--- src/rtl/rxbd_pkg.sv ---
package rxbd_pkg;

  // Descriptor flag nibble, empty is bit 0
  typedef struct packed {
    logic wrap;
    logic cont;
    logic intr;
    logic empty;
  } bd_flags_t;

  // Error status, overrun is the low bit
  typedef struct packed {
    logic framing;
    logic parity;
    logic overrun;
  } bd_err_t;

  // Strobes from control to datapath
  typedef struct packed {
    logic store;   // write current character
    logic close;   // close current descriptor
    logic first;   // first byte of this buffer
  } rxbd_strb_t;

  typedef enum logic {ST_HUNT, ST_RUN} rxbd_state_e;

  localparam int CNT_W = 8;
  localparam int WORD_W = 16;

endpackage

--- src/rtl/rxbd_ctrl.sv ---
module rxbd_ctrl
  import rxbd_pkg::*;
#(
  parameter int NUM_BD = 8,
  parameter int BUF_BYTES = 4,
  parameter int IDLE_W = 16,
  parameter int BD_W = $clog2(NUM_BD),
  parameter int POS_W = $clog2(BUF_BYTES)
) (
  input  logic              clk,
  input  logic              rstN,
  input  logic              rxEnable,
  input  logic              rxValid,
  input  logic              idleTick,
  input  logic [IDLE_W-1:0] maxIdle,
  input  bd_flags_t         curFlags,
  output rxbd_strb_t        strb,
  output logic [BD_W-1:0]   bdIdx,
  output logic [POS_W-1:0]  bytePos,
  output logic              irqPulse,
  output logic              busyFlag
);

  localparam logic [POS_W-1:0] LAST_POS = POS_W'(BUF_BYTES - 1);
  localparam logic [BD_W-1:0]  LAST_BD  = BD_W'(NUM_BD - 1);

  rxbd_state_e      state;
  logic [BD_W-1:0]  ptr;
  logic [POS_W-1:0] fillPos;
  logic [IDLE_W-1:0] idleCnt;

  logic charIn, take, drop, full, idleEn, tickCount, idleExpire, closeNow;
  logic [BD_W-1:0] nextPtr;

  always_comb begin
    charIn     = rxEnable && rxValid;
    take       = charIn && curFlags.empty;
    drop       = charIn && !curFlags.empty;
    full       = take && (fillPos == LAST_POS);
    idleEn     = (maxIdle != '0);
    tickCount  = !charIn && idleTick && idleEn && (state == ST_RUN) && (fillPos != '0);
    idleExpire = tickCount && (idleCnt >= maxIdle - IDLE_W'(1));
    closeNow   = full || idleExpire;
    nextPtr    = (curFlags.wrap || ptr == LAST_BD) ? '0 : ptr + BD_W'(1);
  end

  assign strb.store  = take;
  assign strb.close  = closeNow;
  assign strb.first  = (fillPos == '0);
  assign bdIdx       = ptr;
  assign bytePos     = fillPos;

  always_ff @(posedge clk or negedge rstN) begin
    if (!rstN) begin
      state    <= ST_HUNT;
      ptr      <= '0;
      fillPos  <= '0;
      idleCnt  <= '0;
      busyFlag <= 1'b0;
      irqPulse <= 1'b0;
    end else if (!rxEnable) begin
      state    <= ST_HUNT;
      ptr      <= '0;
      fillPos  <= '0;
      idleCnt  <= '0;
      busyFlag <= 1'b0;
      irqPulse <= 1'b0;
    end else begin
      if (charIn) state <= ST_RUN;
      irqPulse <= closeNow && curFlags.intr;
      if (closeNow) begin
        ptr     <= nextPtr;
        fillPos <= '0;
      end else if (take) begin
        fillPos <= fillPos + POS_W'(1);
      end
      if (charIn || closeNow) idleCnt <= '0;
      else if (tickCount)     idleCnt <= idleCnt + IDLE_W'(1);
      if (drop)                busyFlag <= 1'b1;
      else if (curFlags.empty) busyFlag <= 1'b0;
    end
  end

  // a dropped character raises busy on the next cycle
  a_r10_drop_sets_busy: assert property (@(posedge clk) disable iff (!rstN)
    rxEnable && rxValid && !curFlags.empty |=> busyFlag);

  // wrap flag on the closing descriptor sends the pointer to 0
  a_r8_wrap_to_zero: assert property (@(posedge clk) disable iff (!rstN)
    strb.close && curFlags.wrap |=> bdIdx == '0);

  // a close without a store only happens on a partly filled buffer
  a_r6_idle_needs_bytes: assert property (@(posedge clk) disable iff (!rstN)
    strb.close && !strb.store |-> bytePos != '0 && idleTick);

  // interrupt only after a close of a descriptor that asked for it
  a_r5_irq_needs_close: assert property (@(posedge clk) disable iff (!rstN)
    irqPulse |-> $past(strb.close) && $past(curFlags.intr));

endmodule

--- src/rtl/rxbd_dpath.sv ---
module rxbd_dpath
  import rxbd_pkg::*;
#(
  parameter int NUM_BD = 8,
  parameter int BUF_BYTES = 4,
  parameter int BD_W = $clog2(NUM_BD),
  parameter int POS_W = $clog2(BUF_BYTES),
  parameter int ADDR_W = 1 + BD_W + POS_W
) (
  input  logic              clk,
  input  logic              rstN,
  input  rxbd_strb_t        strb,
  input  logic [BD_W-1:0]   bdIdx,
  input  logic [POS_W-1:0]  bytePos,
  input  logic [7:0]        rxData,
  input  bd_err_t           rxErr,
  input  logic              hostWrEn,
  input  logic [ADDR_W-1:0] hostAddr,
  input  logic [7:0]        hostWrData,
  output logic [WORD_W-1:0] hostRdData,
  output bd_flags_t         curFlags
);

  localparam int IDX_W  = BD_W + POS_W;
  localparam int DATA_N = NUM_BD * BUF_BYTES;
  localparam logic [POS_W-1:0] LAST_POS = POS_W'(BUF_BYTES - 1);

  bd_flags_t        flagMem [NUM_BD];
  bd_err_t          errMem  [NUM_BD];
  logic [CNT_W-1:0] cntMem  [NUM_BD];
  logic [7:0]       dataMem [DATA_N];

  logic             hostIsData;
  logic [BD_W-1:0]  hostBd;
  logic [IDX_W-1:0] hostIdx;
  logic [IDX_W-1:0] engIdx;
  logic             hostCtrlWr, hostDataWr;

  assign hostIsData = hostAddr[ADDR_W-1];
  assign hostBd     = hostAddr[POS_W +: BD_W];
  assign hostIdx    = hostAddr[IDX_W-1:0];
  assign engIdx     = {bdIdx, bytePos};
  assign hostCtrlWr = hostWrEn && !hostIsData;
  assign hostDataWr = hostWrEn && hostIsData;
  assign curFlags   = flagMem[bdIdx];

  // Descriptor words; a host write wins over the engine on the same entry
  always_ff @(posedge clk or negedge rstN) begin
    if (!rstN) begin
      for (int g = 0; g < NUM_BD; g++) begin
        flagMem[g] <= '0;
        errMem[g]  <= '0;
        cntMem[g]  <= '0;
      end
    end else begin
      for (int g = 0; g < NUM_BD; g++) begin
        if (hostCtrlWr && hostBd == BD_W'(g)) begin
          flagMem[g] <= bd_flags_t'(hostWrData[3:0]);
          errMem[g]  <= '0;
          cntMem[g]  <= '0;
        end else if (bdIdx == BD_W'(g)) begin
          if (strb.store) begin
            cntMem[g] <= CNT_W'(bytePos) + CNT_W'(1);
            errMem[g] <= strb.first ? rxErr : (errMem[g] | rxErr);
          end
          if (strb.close && !flagMem[g].cont) flagMem[g].empty <= 1'b0;
        end
      end
    end
  end

  // Data bytes
  always_ff @(posedge clk or negedge rstN) begin
    if (!rstN) begin
      for (int i = 0; i < DATA_N; i++) dataMem[i] <= '0;
    end else begin
      for (int i = 0; i < DATA_N; i++) begin
        if (hostDataWr && hostIdx == IDX_W'(i))
          dataMem[i] <= hostWrData;
        else if (strb.store && engIdx == IDX_W'(i))
          dataMem[i] <= rxData;
      end
    end
  end

  always_comb begin
    if (hostIsData)
      hostRdData = {8'h00, dataMem[hostIdx]};
    else
      hostRdData = {cntMem[hostBd], 1'b0, errMem[hostBd], flagMem[hostBd]};
  end

  // the count follows the byte just stored
  a_r3_count_tracks: assert property (@(posedge clk) disable iff (!rstN)
    strb.store && !(hostCtrlWr && hostBd == bdIdx)
    |=> cntMem[$past(bdIdx)] == CNT_W'($past(bytePos)) + CNT_W'(1));

  // storing into the last position closes the buffer
  a_r4_full_closes: assert property (@(posedge clk) disable iff (!rstN)
    strb.store && bytePos == LAST_POS |-> strb.close);

  // a continuous descriptor stays owned by the engine after a close
  a_r7_cont_keeps_empty: assert property (@(posedge clk) disable iff (!rstN)
    strb.close && curFlags.cont && curFlags.empty && !(hostCtrlWr && hostBd == bdIdx)
    |=> flagMem[$past(bdIdx)].empty);

endmodule

--- src/rtl/rxbd_engine.sv ---
module rxbd_engine
  import rxbd_pkg::*;
#(
  parameter int NUM_BD = 8,
  parameter int BUF_BYTES = 4,
  parameter int IDLE_W = 16
) (
  input  logic                           clk,
  input  logic                           rstN,
  input  logic                           rxEnable,
  input  logic                           rxValid,
  input  logic [7:0]                     rxData,
  input  logic                           rxOverrunErr,
  input  logic                           rxParityErr,
  input  logic                           rxFrameErr,
  input  logic                           idleTick,
  input  logic [IDLE_W-1:0]              maxIdle,
  input  logic                           hostWrEn,
  input  logic [$clog2(NUM_BD)+$clog2(BUF_BYTES):0] hostAddr,
  input  logic [7:0]                     hostWrData,
  output logic [15:0]                    hostRdData,
  output logic                           irqPulse,
  output logic                           busyFlag
);

  localparam int BD_W   = $clog2(NUM_BD);
  localparam int POS_W  = $clog2(BUF_BYTES);
  localparam int ADDR_W = 1 + BD_W + POS_W;

  rxbd_strb_t       strb;
  bd_flags_t        curFlags;
  bd_err_t          rxErr;
  logic [BD_W-1:0]  bdIdx;
  logic [POS_W-1:0] bytePos;

  assign rxErr = '{framing: rxFrameErr, parity: rxParityErr, overrun: rxOverrunErr};

  rxbd_ctrl #(
    .NUM_BD(NUM_BD), .BUF_BYTES(BUF_BYTES), .IDLE_W(IDLE_W),
    .BD_W(BD_W), .POS_W(POS_W)
  ) u_ctrl (
    .clk(clk), .rstN(rstN), .rxEnable(rxEnable), .rxValid(rxValid),
    .idleTick(idleTick), .maxIdle(maxIdle), .curFlags(curFlags),
    .strb(strb), .bdIdx(bdIdx), .bytePos(bytePos),
    .irqPulse(irqPulse), .busyFlag(busyFlag)
  );

  rxbd_dpath #(
    .NUM_BD(NUM_BD), .BUF_BYTES(BUF_BYTES),
    .BD_W(BD_W), .POS_W(POS_W), .ADDR_W(ADDR_W)
  ) u_dpath (
    .clk(clk), .rstN(rstN), .strb(strb), .bdIdx(bdIdx), .bytePos(bytePos),
    .rxData(rxData), .rxErr(rxErr), .hostWrEn(hostWrEn), .hostAddr(hostAddr),
    .hostWrData(hostWrData), .hostRdData(hostRdData), .curFlags(curFlags)
  );

endmodule

--- config.mk ---
export PLATFORM = sky130hd
export DESIGN_NAME = rxbd_engine
export DESIGN_NICKNAME = d
export VERILOG_FILES = /design/src/rtl/rxbd_pkg.sv /design/src/rtl/rxbd_ctrl.sv /design/src/rtl/rxbd_dpath.sv /design/src/rtl/rxbd_engine.sv
export SDC_FILE = /design/constraint.sdc
export NUM_CORES = 1
export LEC_CHECK = 0
export BUFFER_PORTS_ARGS = -buffer_cell sky130_fd_sc_hd__buf_4
export CAP_MARGIN = 20
export CORE_MARGIN = 3
export CORE_UTILIZATION = 55
export DETAILED_ROUTE_END_ITERATION = 10
export PLACE_DENSITY = 0.81
export SLEW_MARGIN = 20
export SYNTH_ARGS = -nofsm -noshare
export SYNTH_HDL_FRONTEND = slang
export SYNTH_SLANG_ARGS = --single-unit
--- constraint.sdc ---
create_clock -name clk -period 2.4 [get_ports clk]
set_clock_uncertainty 0.05 [all_clocks]
set_input_delay 0.24 -clock clk [delete_from_list [all_inputs] [get_ports clk]]
set_output_delay 0.24 -clock clk [all_outputs]
set_load 0.02 [all_outputs]
# [Word-level counts from Yosys, hierarchy flattened]
# Cells that the tools add are included.
[totals] in_bits=47 register_bits=400 wordCells=557
[classes] add_sub_neg=5 magnitude_cmp=4 reduce_logical=185 muxes=168 n_bitwise=11 eq_ne=82
[ops] operator="$mux 8" count=85
[ops] operator="$eq 5x5->1 const B" count=32
[ops] operator="$reduce_bool 2->1" count=57
[ops] operator="$mux 3" count=37
[ops] operator="$logic_and 1x1->1" count=92
[ops] operator="$eq 5x4->1 const B" count=16
[ops] operator="$mux 16" count=4
[ops] operator="$bmux 8 s5" count=1
[ops] operator="$eq 5x3->1 const B" count=8
[ops] operator="$reduce_and 2->1" count=16
[ops] operator="$mux 1" count=30
[ops] operator="$bmux 4 s3" count=2
[ops] operator="$bmux 8 s3" count=1
[ops] operator="$eq 3x3->1 const B" count=8
[ops] operator="$or 3x3->3" count=8
[ops] operator="$eq 5x2->1 const B" count=4
[ops] operator="$add 16x1->16 const B" count=1
[ops] operator="$ge 16x16->1" count=1
[ops] operator="$mux 4" count=4
[ops] operator="$reduce_bool 16->1" count=1
[ops] operator="$sub 16x1->16 const B" count=1
[ops] operator="$eq 3x2->1 const B" count=4
[ops] operator="$logic_not 1->1" count=11
[ops] operator="$eq 5x1->1 const B" count=2
[ops] operator="other kinds (17)" count=29

# [Longest topological paths before layout]
# Gate-level depths: netlist (run 1).
[logic_depth] word_depth=12 mapped_depth=14 mapped_depth_nobuf=13

# [By module]
# A second synthesis (run 1) with hierarchy kept.
[unflattened] hier_cells=2004 hier_area_um2=20596.0
[modules_own_cells] module="rxbd_dpath" seq_area_each_um2=8408.1 n_inst=1 area_each_um2=18565.3 cells_each=1790
[modules_own_cells] module="rxbd_ctrl" seq_area_each_um2=600.6 n_inst=1 area_each_um2=2030.7 cells_each=214

# [Least setup slack after synthesis (run 1)]
# No wires, ideal clock.
[synth_timing] kind="input to register" start="input maxIdle[0]" end="register u_dpath.flagMem[20] in the netlist's numbering" path_stages=13 path_slack_ns=-1.427 required_time_ns=2.216 arrival_time_ns=3.644 path_cell_list="inv_1 > ha_1 > or4b_1 > or2_2 > or4_1 > xor2_1 > ha_1 > nand4_1 > or4_1 > o32ai_1 > o21ai_2 > a2111oi_0 > o21ai_1"
[synth_via] elab_chain_cells=9 elab_cells_between_ends=11
[synth_rtl] item="start: declaration" line="rxbd_engine.sv:17" source="input logic [IDLE_W-1:0] maxIdle,"
[synth_rtl] item="branches (longest 4 deep; another with $sub 16x1->16)"
[synth_rtl] item="$logic_and 1x1->1 *" line="rxbd_ctrl.sv:42" source="idleExpire = tickCount && (idleCnt >= maxIdle - IDLE_W'(1));"
[synth_rtl] item="$logic_or 1x1->1 *" line="rxbd_ctrl.sv:43" source="closeNow = full || idleExpire;"
[synth_rtl] item="$logic_and 1x1->1 *" line="rxbd_dpath.sv:66" source="if (strb.close && !flagMem[g].cont) flagMem[g].empty <= 1'b0;"
[synth_rtl] item="$reduce_bool 2->1 (no line) *"
[synth_rtl] item="$reduce_and 2->1 (no line) *"
[synth_rtl] item="end signal: indexed assignment" line="rxbd_dpath.sv:58" source="flagMem[g] <= bd_flags_t'(hostWrData[3:0]);"
[synth_rtl] item="end: declaration" line="rxbd_dpath.sv:28" source="bd_flags_t flagMem [NUM_BD];"
# Every way passes the cells marked *.
# A chain may end at the register's enable or synchronous reset.

# [Final worst setup path (run 1)]
[layout_timing] start="input maxIdle[0]" end="register u_dpath.flagMem[28] in the netlist's numbering"
# The elaborated chain is that of the path after synthesis.

==> key figures, run 1 <==
GRT
  • Initial antenna violation count: 0
  • Largest net degree at the start of global routing: 81
  • Vias in the first global route: 17380
  • First-pass GRT wire length: 97.54 mm
  • Grt ovf: 0
  • GRT Util Overall: 31.43%

Drt
  • Post-route ant nets: 0
  • Initial DRC count: roughly 1800
  • Overall via count from detail_route: about 17000
  • DRC: 0
  • Via-per-instance ratio: around 6.5
  • Avg WL per Cell: between 20 and 25 µm
  • Pre-antenna DRT Iters: 6
  • Final WL: 62.69 mm

Worst setup path
  • Crit path launch type: input port
  • CP max stage delay: roughly 0.49 ns
  • Slowest cell on the critical path: or4_4
  • CP delay by family, top: simple AND/OR/NAND/NOR gates
  • Setup crit end kind: flop
  • CP most frequent cell: or4_4
  • Max FO, Critical Path: 6
  • CP required: between 2 and 3 ns
  • CP Cell Sequence: buf_6 > inv_8 > ha_4 > or4b_4 > or2_4 > or4_4 > xor2_1 > ha_1 > nand4_1 > or4_4 > o32ai_4 > o21ai_4 > a2111oi_4 > o21ai_1
  • Worst setup path class: in -> reg
  • Data arrival, critical path: around 3.7 ns
  • Worst path bufs/invs: 2

CTS
  • Num CTS Buffers: 40
  • Clock sink count: 360
  • Clk slew on worst S/H paths: 0.06 ns
  • Clock root buffer: clkbuf_16
  • Max Root-Sink Buffers: 3
  • Htree depth: 2
  • CTS tree: done
  • Clock Latency Late Sink: 0.53 ns

Placed design
  • GP Congestion: around 0.95
  • Placed wire-length estimate: 42.12 mm
  • Placed Cells: 2532
  • # port buffers: approximately 60

Timing
  • Crit path time final: 3.297 ns
  • Tightest Pin Transition: ~0.84 ns
  • Slew HR: about 44%
  • Final hold violation count: 0
  • Peak Freq: a little over 300 MHz
  • Final Cycle Share: 137.4%
  • Max Slew Vio Count: 0
  • Setup WS post-layout: -0.8969 ns
  • RSZ-0062 raised after global routing: true
  • Final setup violation count: 38

Finish
  • Syn-to-layout area delta: 19.47%
  • Final core utilization: 66.90%
  • # diodes: 0
  • Layout cells sized above 1: ~25%
  • Post-Layout Cell Count: between 2000 and 3000
  • Sequential Area: approximately 9000 µm²
  • Area occupied by multi-input gates: 11060 µm²
  • Final #Nets: approximately 2200
  • Fillers: approximately 2700

Floorplan
  • Die Area: ~40000 µm²
  • Cell row count: 70
  • Initial Utilization: between 50% and 60%
  • Die Width: between 150 and 200 µm
  • I/O pins: 65
  • Core area: roughly 37000 µm²
  • Chip height: roughly 200 µm

Yosys
  • Post-synth EDFFs: 0
  • Seq cells post-synth: between 300 and 400
  • Cell variety after synth: 66
  • Predominant post-synthesis flop cell: dfrtp_1
  • Async SR Flop Fraction: between 90% and 100%
  • Cells after Synth: slightly below 2000
  • Register area share after synthesis: 43.73%
  • Avg Cell Area, Syn: 10.52 µm²
  • Synthesized area: between 20000 and 25000 µm²
  • Yosys Warn Count: 0

Min path
  • Worst min path class: in -> reg

Power
  • Leakage: 12.19 nW
  • Maximum VDD drop: 0.0005962 V
  • Pwr dens: slightly below 700 nW/µm²

Status
  • Status: complete, but fails checks
  • Failing checks: negative setup slack

Job
  • Max-cap violation count: 0
-- kinds of logic (layout without fill, tap and decap cells) --
kind of cell    count (synthesis)  in the layout  synth area share, %
flops                         360            360                43.73
other cells                     1              5              0.01820
fa+ha+maj                      28             28                1.701
buf+inv                       180            364                4.130
compound gates                374            374                10.04
simple gates                  561            562                12.92
xor+xnor                       28             28                1.190
mux                           427            427                26.27
-- power breakdown --
| group | internal [mW] | leakage [nW] | switching (mW) |
|---|---|---|---|
| registers | 6.95 | 4.72 | 0.553 |
| logic | 1.52 | 6.82 | 1.56 |
| clock network | 3.69 | 0.649 | 2.51 |
-- state kept, by name (all words and copies together) (netlist names), 2 cells and up --
register and flops:
u_ctrl.bdIdx 3, u_ctrl.bytePos 2, u_ctrl.idleCnt 16, u_dpath.cntMem 24, u_dpath.dataMem 256, u_dpath.errMem 24, u_dpath.flagMem 32
-- worst paths after layout --
check / cells after the start / from / end / slack [ns]
worst max-delay path: 14 / maxIdle[0] / u_dpath.flagMem[28] / -0.90
max in group asynchronous: 3 / rstN / u_dpath.dataMem[47] / 1.25
worst min register to register: 1 / u_ctrl.state / u_ctrl.state / 0.43
min in group asynchronous: 2 / rstN / u_ctrl.idleCnt[15] / 0.29
worst max register to register: 10 / u_ctrl.idleCnt[0] / u_ctrl.idleCnt[14] / -0.19
worst min-delay path: 2 / rxEnable / u_ctrl.state / 0.02
-- layer usage --
metal	track usage [%]	routed length [µm]	vias up
met3	6.711	6339	202
met4	11.50	2455	0
met1	42.33	24550	8426
met5	0	0	-
met2	50.70	29340	1003
li1	-	-	7321
-- Yosys cell counts, types with 5 or more instances --
cell / n / share of area, %
clkbuf_1: 96 / 1.7
ha_1: 28 / 1.7
a21oi_1: 139 / 3.4
nand3_2: 8 / 0.39
nand2b_1: 11 / 0.33
nor2b_1: 6 / 0.18
inv_1: 12 / 0.22
dfrtp_1: 360 / 44
o21ai_0: 111 / 2.7
nand2_1: 222 / 4.0
mux2i_1: 310 / 15
a22oi_1: 29 / 1.1
mux4_1: 5 / 0.64
o21ai_1: 61 / 1.5
and3_1: 11 / 0.33
buf_1: 14 / 0.26
xor2_1: 17 / 0.72
nor3_1: 16 / 0.39
nor2_1: 205 / 3.7
nand4_1: 9 / 0.27
nand3_4: 10 / 0.85
nand3_1: 16 / 0.39
mux2_2: 30 / 1.6
o211a_1: 5 / 0.24
and2_1: 5 / 0.15
a2111oi_0: 7 / 0.30
o221ai_1: 5 / 0.21
buf_4: 5 / 0.18
xnor2_1: 11 / 0.47
buf_2: 38 / 0.92
buf_6: 12 / 0.66
mux4_2: 81 / 8.9
-- repair_timing --
action | in CTS | in global routing
endpoints found under the hold margin | 64 | 0
buffers inserted | 10 | 5
pin swaps | 21 | 16
endpoints found under the setup margin | 85 | 129
resized for setup | 49 | 21
gates cloned | 1 | 0
hold buffers | 2 | 0
-- stage by stage --
step	power (mW)	hold slack (ns)	TNS (ns)	setup slack, ns	instance area [µm²]
floorplan	9.281	-0.1056	-32.52	-1.246	20690
global placement	10.25	0.2759	-44.11	-1.483	22860
detailed placement	10.47	0.2730	-47.13	-1.619	22860
CTS	16.70	0.008161	-26.45	-0.8826	24490
global route	17.34	0.01369	-31.15	-1.026	24610
finish	16.78	0.02069	-27.46	-0.8969	24610
-- placed cells by master, fill, tap and decap left out, types with 6 or more instances in the layout --
| cell type | instances |
|---|---|
| mux2i_1 | 307 |
| nor2b_1 | 6 |
| buf_12 | 30 |
| nand4_1 | 9 |
| and3_1 | 11 |
| buf_4 | 236 |
| o21ai_0 | 104 |
| nand2_1 | 220 |
| clkbuf_16 | 41 |
| buf_6 | 16 |
| ha_1 | 27 |
| nor3_1 | 16 |
| clkinv_2 | 6 |
| nor2_1 | 204 |
| o21ai_2 | 7 |
| xor2_1 | 17 |
| nand3_2 | 9 |
| mux4_2 | 82 |
| nand2b_1 | 11 |
| nand3_4 | 10 |
| dfrtp_1 | 359 |
| mux2_2 | 29 |
| inv_1 | 10 |
| nand3_1 | 15 |
| xnor2_1 | 11 |
| clkbuf_8 | 12 |
| a22oi_1 | 24 |
| o21ai_1 | 64 |
| a21oi_1 | 137 |
-- final cells by class --
| class | count | share of cell area, % |
|---|---|---|
| Tap cell | 468 | 2.379 |
| Clock inverter | 9 | 0.3965 |
| Multi-Input combinational cell | 1424 | 44.92 |
| Clock buffer | 58 | 4.916 |
| Timing Repair Buffer | 285 | 10.51 |
| Inverter | 12 | 0.2644 |
| Sequential cell | 360 | 36.61 |
(Power assumes the default switching activity.)
==> inputs of run 2 (changes only) <==
--- a/config.mk
+++ b/config.mk
@@ -11,6 +11,7 @@
 export CORE_UTILIZATION = 55
 export DETAILED_ROUTE_END_ITERATION = 10
 export PLACE_DENSITY = 0.81
+export SKIP_LAST_GASP = 1
 export SLEW_MARGIN = 20
 export SYNTH_ARGS = -nofsm -noshare
 export SYNTH_HDL_FRONTEND = slang
==> key figures, run 2 (synthesis gave the netlist of run 1 again) <==
Worst setup path
  • CP delay by family, top: simple AND/OR/NAND/NOR gates
  • CP most frequent cell: or4_4
  • Max FO, Critical Path: 6 (unchanged)
  • Flop2flop setup slack: -0.20 ns (about the same)
  • CP required: 2.76 ns (about the same)
  • CP max stage delay: 0.49 ns (about the same)
  • Setup crit end kind: flop
  • Crit path launch type: input port
  • Slowest cell on the critical path: or4_4
  • CP Cell Sequence: buf_6 > inv_8 > ha_4 > or4b_4 > or2_4 > or4_4 > xor2_1 > ha_1 > nand4_1 > or4_4 > o32ai_4 > o21ai_4 > a2111oi_4 > o21ai_1
  • Worst path bufs/invs: 2 (unchanged)
  • Crit path from: maxIdle[0]
  • Worst r2r src: u_ctrl.idleCnt[0]
  • Data arrival, critical path: 3.67 ns (+0.02 ns)
  • Worst setup path class: in -> reg

GRT
  • GRT Util Overall: 31.43% (unchanged)
  • Grt ovf: 0 (unchanged)
  • First-pass GRT wire length: 97.54 mm (unchanged)
  • Largest net degree at the start of global routing: 81 (unchanged)
  • Vias in the first global route: 17380 (unchanged)
  • Initial antenna violation count: 0 (unchanged)

Power
  • Switching Fraction: 27.52% (-0.040 points)
  • Pwr dens: 681.5 nW/µm² (about the same)
  • Clock network fraction of design power: 36.9% (about the same)
  • Leakage: 12.19 nW (about the same)
  • Logic pwr share: 18.3% (about the same)
  • Maximum VDD drop: 0.0005930 V (-0.53%)
  • Psw: 4.615 mW (-0.19%)
  • Cell internal pwr: 12.15 mW (about the same)
  • Sequential share of power: 44.7% (about the same)

CTS
  • Htree depth: 2 (unchanged)
  • Clock root buffer: clkbuf_16
  • Clock sink count: 360 (unchanged)
  • Clk slew on worst S/H paths: 0.06 ns (about the same)
  • Max Root-Sink Buffers: 3 (unchanged)
  • Clock Latency Late Sink: 0.53 ns (about the same)
  • Num CTS Buffers: 40 (unchanged)
  • CTS tree: done

Drt
  • Pre-antenna DRT Iters: 5 (-1)
  • Avg WL per Cell: 23.91 µm (-0.22%)
  • Initial DRC count: 1814 (-1.4%)
  • DRC: 0 (unchanged)
  • Post-route ant nets: 0 (unchanged)
  • Via-per-instance ratio: 6.458 (-0.34%)
  • Overall via count from detail_route: 16900 (-0.34%)
  • Final WL: 62.56 mm (-0.22%)

Floorplan
  • Die Width: 199.5 µm (unchanged)
  • Core area: 36790 µm² (unchanged)
  • I/O pins: 65 (unchanged)
  • Cell row count: 70 (unchanged)
  • Die Area: 39810 µm² (unchanged)
  • Chip height: 199.5 µm (unchanged)
  • Initial Utilization: 56.00% (unchanged)

Finish
  • Layout cells sized above 1: 25.14% (-0.093 points)
  • Syn-to-layout area delta: 19.43% (about the same)
  • Largest register FFs: 256 (unchanged)
  • Sequential Area: 9010 µm² (unchanged)
  • Area occupied by multi-input gates: 11050 µm² (about the same)
  • Fillers: 2655 (+0.11%)
  • Biggest regs: u_dpath.dataMem: 256 flops, u_dpath.flagMem: 32 flops
  • Final core utilization: 66.88% (about the same)
  • Commonest non-fill, non-tap cell in the layout: dfrtp_1
  • Biggest register: u_dpath.dataMem
  • Post-Layout Cell Count: 2616 (unchanged)
  • Commonest cells after routing, fill and taps aside: dfrtp_1 (359), mux2i_1 (307), buf_4 (236)
  • Final #Nets: 2198 (unchanged)
  • Design area: 24600 µm² (about the same)
  • # diodes: 0 (unchanged)

Status
  • Failing checks: negative setup slack
  • Status: complete, but fails checks

Timing
  • Tightest Pin Transition: 0.8337 ns (-0.004029 ns)
  • Final hold violation count: 0 (unchanged)
  • Crit path time final: 3.310 ns (+0.01287 ns)
  • Peak Freq: 302.1 MHz (-0.39%)
  • Final Cycle Share: 137.9% (+0.54 points)
  • Max Slew Vio Count: 0 (unchanged)
  • Slew HR: 43.99% (+0.27 points)
  • Final setup violation count: 38 (unchanged)
  • Setup WS post-layout: -0.9098 ns (-0.01287 ns)
  • Setup TNS: -27.64 ns (-0.1723 ns)
  • RSZ-0062 raised after global routing: true

Placed design
  • Post-place setup slack: -1.619 ns (unchanged)
  • Placed Cells: 2532 (unchanged)
  • Placed wire-length estimate: 42.12 mm (unchanged)
  • Placed inst area: 22860 µm² (unchanged)
  • GP Congestion: 0.9489 (unchanged)
  • # port buffers: 59 (unchanged)

Min path
  • Worst min path class: in -> reg
  • Hold_sp: rxEnable

Job
  • Max-cap violation count: 0 (unchanged)
## run 2: power by group through the flow
stage	registers [mW]	clock network [mW]	logic [mW]
after global placement	7.48	0	2.77
after CTS	7.47	6.20	3.03
after floorplan	7.37	0	1.91
final	7.50	6.19	3.08
after global routing	7.57	6.46	3.31
after detailed placement	7.56	0	2.91
## run 2: what timing repair did
item / 4_1_cts / 5_1_grt
buffers inserted: 10 / 5
resized for setup: 49 / 19
cloned: 1 / 0
endpoints found under the setup margin: 85 / 129
endpoints found under the hold margin: 64 / 0
hold buffers: 2 / 0
pin swaps: 21 / 10
## run 2: path summary, 6_finish.rpt
check | to | depth (start not counted)
worst max-delay path | u_dpath.flagMem[28] | 14
worst min-delay path | u_ctrl.state | 2
worst max register to register | u_ctrl.idleCnt[14] | 10
worst min register to register | u_ctrl.state | 1
max in group asynchronous | u_dpath.dataMem[25] | 3
min in group asynchronous | u_ctrl.idleCnt[15] | 2
## run 2: area by class of cell
cell class / instances / area share, %
clock inverter: 9 / 0.3967
tap: 468 / 2.380
inverter: 12 / 0.2644
clock buffer: 58 / 4.918
sequential: 360 / 36.62
timing repair buffer: 285 / 10.52
multi-input combinational: 1424 / 44.90
## run 2: through the flow
stage                     hold WS (ns)  total power [mW]
after floorplan                -0.1056             9.281
after global placement          0.2759             10.25
after detailed placement        0.2730             10.47
after CTS                     0.008161             16.70
after global routing           0.01369             17.34
final                          0.01955             16.77
## run 2: routing by layer
metal  share of wire, %  vias up  track usage, %  wire (µm)
li1                   -     7313               -          -
met5                  0        -               0          0
met1                 39     8438           42.33      24650
met4                3.7        0           11.50       2322
met2                 47      953           50.70      29470
met3                9.8      191           6.711       6111
